[config.mk]
export PLATFORM = sky130hd
export DESIGN_NAME = inta_seq
export DESIGN_NICKNAME = d
export VERILOG_FILES = /design/src/rtl/inta_seq.sv
export SDC_FILE = /design/constraint.sdc
export NUM_CORES = 1
export LEC_CHECK = 0
export BUFFER_PORTS_ARGS = -buffer_cell sky130_fd_sc_hd__buf_4
export CAP_MARGIN = 20
export CORE_MARGIN = 3
export CORE_UTILIZATION = 45
export DETAILED_ROUTE_END_ITERATION = 8
export PLACE_DENSITY = 0.81
export SLEW_MARGIN = 10
export SYNTH_ARGS = -nofsm -noshare
export SYNTH_HDL_FRONTEND = slang
export SYNTH_SLANG_ARGS = --single-unit
[constraint.sdc]
create_clock -name clk -period 1.9 [get_ports clk]
set_input_delay 0.19 -clock clk [delete_from_list [all_inputs] [get_ports clk]]
set_output_delay 0.19 -clock clk [all_outputs]
set_load 0.02 [all_outputs]
[src/rtl/inta_seq.sv]
module inta_seq #(
  parameter int TYPE_W     = 8,
  parameter int GAP_STATES = 1
) (
  input  logic              clk,
  input  logic              rst_n,
  input  logic              irq_req,
  input  logic              irq_en,
  input  logic              ready,
  input  logic [TYPE_W-1:0] dbus_lo,
  output logic              inta_n,
  output logic              addr_hold,
  output logic [TYPE_W+1:0] vec_ptr,
  output logic              vec_valid
);
  localparam int GAP_W = (GAP_STATES > 1) ? $clog2(GAP_STATES) : 1;
  localparam logic [GAP_W-1:0] GAP_LAST = GAP_W'(GAP_STATES - 1);

  typedef enum logic [2:0] {
    S_IDLE, S_T1, S_T2, S_T3, S_TW, S_T4, S_GAP, S_DONE
  } st_t;

  st_t              st, st_nx;
  logic             second;
  logic [GAP_W-1:0] gcnt;
  logic [TYPE_W-1:0] type_q;

  wire data_edge = (st == S_T3 || st == S_TW) && ready;

  always_comb begin
    st_nx = st;
    case (st)
      S_IDLE: if (irq_req && irq_en) st_nx = S_T1;
      S_T1:   st_nx = S_T2;
      S_T2:   st_nx = S_T3;
      S_T3,
      S_TW:   st_nx = ready ? S_T4 : S_TW;
      S_T4:   st_nx = second ? S_DONE : S_GAP;
      S_GAP:  if (gcnt == GAP_LAST) st_nx = S_T1;
      S_DONE: st_nx = S_IDLE;
      default: st_nx = S_IDLE;
    endcase
  end

  always_ff @(posedge clk) begin
    if (!rst_n) begin
      st     <= S_IDLE;
      second <= 1'b0;
      gcnt   <= '0;
      type_q <= '0;
    end else begin
      st <= st_nx;
      if (st == S_T4 && !second) second <= 1'b1;
      else if (st == S_DONE)     second <= 1'b0;
      if (st == S_GAP) gcnt <= gcnt + 1'b1;
      else             gcnt <= '0;
      if (data_edge && second) type_q <= dbus_lo;
    end
  end

  assign inta_n    = !(st == S_T2 || st == S_T3 || st == S_TW);
  assign addr_hold = (st != S_IDLE) && (st != S_DONE);
  assign vec_valid = (st == S_DONE);
  assign vec_ptr   = {type_q, 2'b00};


  start_gate_chk: assert property (@(posedge clk) disable iff (!rst_n)
    $rose(addr_hold) |-> $past(irq_req && irq_en));

  wait_insert_chk: assert property (@(posedge clk) disable iff (!rst_n)
    ((st == S_T3 || st == S_TW) && !ready) |=> (st == S_TW && !inta_n));

  gap_after_first_chk: assert property (@(posedge clk) disable iff (!rst_n)
    (st == S_T4 && !second) |=> (st == S_GAP && inta_n && addr_hold));

  hold_during_strobe_chk: assert property (@(posedge clk) disable iff (!rst_n)
    !inta_n |-> addr_hold);

  valid_pulse_chk: assert property (@(posedge clk) disable iff (!rst_n)
    vec_valid |=> (!vec_valid && $stable(vec_ptr)));

  no_resample_chk: assert property (@(posedge clk) disable iff (!rst_n)
    vec_valid |=> !addr_hold);
endmodule

**Word level (Yosys, flattened, before mapping)**

Index checks and enable logic that the tools add are counted.

- Reductions and logical operators: 16
- Add/subtract/negate cells: 1
- Mux-type cells: 7
- Equality and inequality tests: 10

Operator list:

| kind | count |
|---|---|
| case mux 3 bit (7 select lines) | 1 |
| equality test 3 bit (second input constant) | 4 |
| equality test 3 x 2 -> 1 bit (second input constant) | 2 |
| two-way mux 3 bit | 2 |
| logical AND 1 bit | 5 |
| two-way mux 1 bit | 4 |
| inequality test 2 bit (second input constant) | 2 |
| AND reduction 2 bit | 2 |
| equality test 3 x 1 -> 1 bit (second input constant) | 1 |
| logical NOT 3 bit | 1 |
| logical OR 1 bit | 3 |
| inequality test 3 bit (second input constant) | 1 |
| nonzero test 3 bit | 1 |
| logical NOT 1 bit | 2 |
| nonzero test 2 bit | 1 |
| OR reduction 2 bit | 1 |
| adder 1 bit (second input constant) | 1 |

- Register bits after elaboration: 13
- Output and inout port bits: 13
- Logic and storage cells: 38
- Input port bits: 13

**Longest topological paths before layout**

- Depth after elaboration: 4
- Gate-level depth with buffers: 4
- Mapped depth without buffers: 3

**Worst setup path before layout**

No wires, ideal clock.

- Path kind: reg-to-reg
- From: register st[2]
- To: register type_q[0]
- Path buffers: 0
- Stages on the path, launching flop included: 4
- Setup time: 72 ps
- Data required time: 1,828 ps
- Arrival time: 1,215 ps
- Path slack: 613 ps
- Clock period less this slack: 1,287 ps
- Cells stage by stage: dfxtp_1 > or3b_4 > a21oi_4 > mux2i_1

- Longest elaborated chain between the ends: 4
- Elaborated cells between the ends (all ways): 5
- Classes of those cells: eq/ne (2); reduce/logical (3)

RTL lines:

| item | RTL line | source |
|---|---|---|
| start: declaration | 23 | `st_t st, st_nx;` |
| start signal: assignment | 52 | `st <= st_nx;` |
| equality test 3 x 2 -> 1 bit / equality test 3 bit (equally long branches) | 28 | `wire data_edge = (st == S_T3 \|\| st == S_TW) && ready;` |
| logical OR 1 bit * | 28 |  |
| logical AND 1 bit * | 28 |  |
| logical AND 1 bit * | 57 | `if (data_edge && second) type_q <= dbus_lo;` |
| end signal: assignment | 57 |  |
| end: declaration | 26 | `logic [TYPE_W-1:0] type_q;` |

Every way passes the cells marked *; elsewhere a longest branch is shown, timed or not.
A chain may end at the register's enable or synchronous reset.

**Final worst setup path**

- From: register st[0]
- To: output inta_n

- Longest elaborated chain between the ends: 4
- Elaborated cells between the ends (all ways): 6
- Classes of those cells: eq/ne (3); reduce/logical (3)

RTL lines:

| item | RTL line | source |
|---|---|---|
| equality test 3 x 2 -> 1 bit | 61 | `assign inta_n = !(st == S_T2 \|\| st == S_T3 \|\| st == S_TW);` |
| logical OR 1 bit | 61 |  |
| logical OR 1 bit * | 61 |  |
| logical NOT 1 bit * | 61 |  |
| end: declaration | 11 | `output logic inta_n,` |

Marked as above.

==> out/metrics.csv <==
metric,value,unit
total track usage,15.66,%
Starting Density,52.50,%
Flop pwr share,51.5,%
crit path max-delay cell type,or3b_4,
Non-Filler Instances,110,
WL final,1372,microns
first-pass GRT wire length,2235,microns
Area Overhead vs Synth,30.56,%
"slowest stage delay, CP",470,ps
Final Wtd Congestion,0.7505,
core area,1201,sq um
Cell Int Power,422.6,uW
maximum clock frequency,0.6099,GHz
#FFs+latches synth,13,
register area share after synthesis,41.27,%
clock tree buffer depth,2,
CP cell instances,or3b_4 > o21a_1 > buf_4,
CP arrival,1450,ps
antenna cells,0,
Rows,12,
max-cap violations,0,
Layout Skew,2.944,ps
"Avg Cell Area, Syn",8.522,sq um
Final min period,1640,ps
Num Clock Sinks,13,
Die Ht,43.44,microns
CTS resizes,0,
Worst Setup End Kind,output port,
Setup crit start kind,register,
post-DP HPWL,974.9,microns
Cells after DPL,106,
DR vias,548,
net switching power,169.9,uW
final setup fails,0,
Post-CTS Hold Buffers,0,
routed vias/inst,4.982,
PD cells,719.7,nW/um^2
Post-CTS Setup Bufs,0,
TritonCTS Buffers,3,
final slew viol count,0,
Comb power frac,20.1,%
WL/cell,12.47,microns
fin util,68.54,%
"CTS clk-pin slew, worst paths",80,ps
initial antenna violation count,0,
Die ar.,1887,sq um
Nets,110,
post-synthesis cell area,630.6,sq um
Critical Path RT,1710,ps
YS warnings,0,
Pleak,0.3537,nW
Detail Route Antenna Nets,0,
DRT Pass-1 Iters,4,
VDD IR max,0.0004491,V
layout cells sized above 1,31.25,%
RSZ-0062 raised after global routing,false,
Clock Latency Late Sink,270,ps
DRT iter0 DRCs,16,
Buffers & Inverters on Critical Path,1,
Root Driver,clkbuf_4,
Hold Crit Class,input port to register,
grt total ovfl,0,
period utilisation layout,86.30,%
IO buf count,23,
Critical Path Fanout Max,13,
endpoints failing hold,0,
synth unique cells,24,
setup total negative slack,0,ps
largest net degree at the start of global routing,22,
Post-Synthesis Cells,74,
power share of the clock group,28.4,%
run status,"finished, final reports clean",
TritonCTS clock tree,done,
"Worst Path Class, Setup",register to output port,
Die X-Extent,43.44,microns
Net Sw Frac,28.68,%
vias in the first global route,507,
drt drc,0,
I/O pin total,26,
"Largest delay share family, worst path",simple AND/OR/NAND/NOR gates,
H-Tree Depth,1,
==> worst min-delay path, cell delays in order <==
cell and delay [ps]:
buf_4 110, nand2_1 40, mux2i_1 50
==> final timing paths <==
kind	startpoint	depth (start not counted)	slack, ps	endpoint
setup / recovery	st[0]	3	260	inta_n
setup reg to reg	st[0]	3	310	type_q[7]
hold / removal	dbus_lo[0]	3	160	type_q[0]
hold reg to reg	type_q[3]	2	460	type_q[3]
==> final cells by class <==
type / count / area, sq um
fillers: 103 / 377.9
flip-flops and latches: 13 / 260.3
inverters: 3 / 11.26
multi-input cells: 52 / 327.8
well taps: 14 / 17.52
repair buffers: 24 / 180.2
clock buffers: 4 / 26.28
==> power groups by stage <==
stage / sequential, mW / clock (mW) / combinational (mW)
4_1_cts: 0.304 / 0.169 / 0.119
3_3_place_gp: 0.309 / 0 / 0.116
6_report: 0.305 / 0.168 / 0.119
3_5_place_dp: 0.310 / 0 / 0.118
5_1_grt: 0.308 / 0.190 / 0.129
2_1_floorplan: 0.293 / 0 / 0.0927
==> synthesized netlist by cell type (all sizes together) <==
cell type	count	area share [%]
or3b	1	1.8
and3	1	0.99
nand2	18	11
dfxtp	13	41
a21oi	2	3.4
nor2b	3	3.0
inv	3	1.8
nand4	1	0.99
clkbuf	4	2.4
o21ai	1	0.79
nor2	2	1.2
conb	1	0.59
nor3	1	0.79
nand2b	1	0.99
o221a	1	1.8
o21a	2	2.4
mux2i	9	14
buf	3	3.2
a31oi	3	3.0
a211oi	2	2.4
nand3b	1	1.2
a21boi	1	1.2
==> cell usage in the layout, fill, tap and decap left out <==
cell and instances:
nand4_1 1, or3b_4 1, a211oi_1 2, nor3_1 1
nand2_1 18, dfxtp_1 13, o21a_1 2, o21ai_0 1
mux2i_1 9, o221a_2 1, a31oi_1 3, nor2_1 2
a21oi_1 1, nand3b_1 1, conb_1 2, nor2b_1 3
a21boi_0 1, and3_1 1, a21oi_4 1, clkbuf_1 1
clkbuf_4 3, inv_1 3, nand2b_1 1, buf_4 24
==> per-layer routing <==
metal	GRT usage, %	share of wire (%)	up-vias
li1	-	-	289
met1	19.00	45	244
met2	25.07	48	13
met3	6.639	6.0	2
met4	4.819	0.51	0
met5	0	0	-
==> per-stage QoR <==
stage	area, sq um	setup WS [ps]	power, mW	hold WS (ps)
floorplan	634.4	612.8	0.3860	332.2
global placement	797.0	434.5	0.4249	444.8
detailed placement	797.0	354.6	0.4284	454.7
CTS	823.3	276.8	0.5924	164.6
global route	823.3	203.1	0.6275	160.1
finish	823.3	260.3	0.5925	164.5
==> flip-flops by register name, summed over array words and instances, names as in the netlist <==
register and cells:
gcnt 1, second 1, type_q 8, st 3
==> logic make-up (layout without fill, tap and decap cells) <==
logic type      after synthesis  in the layout  share of synthesized area [%]
compound gates               12             12                          14.88
mux                           9              9                          14.29
simple gates                 29             29                          21.63
flops                        13             13                          41.27
buf+inv                      10             31                          7.339
other cells                   1              2                         0.5947
Note: power is estimated with default switching activity, not from simulation.
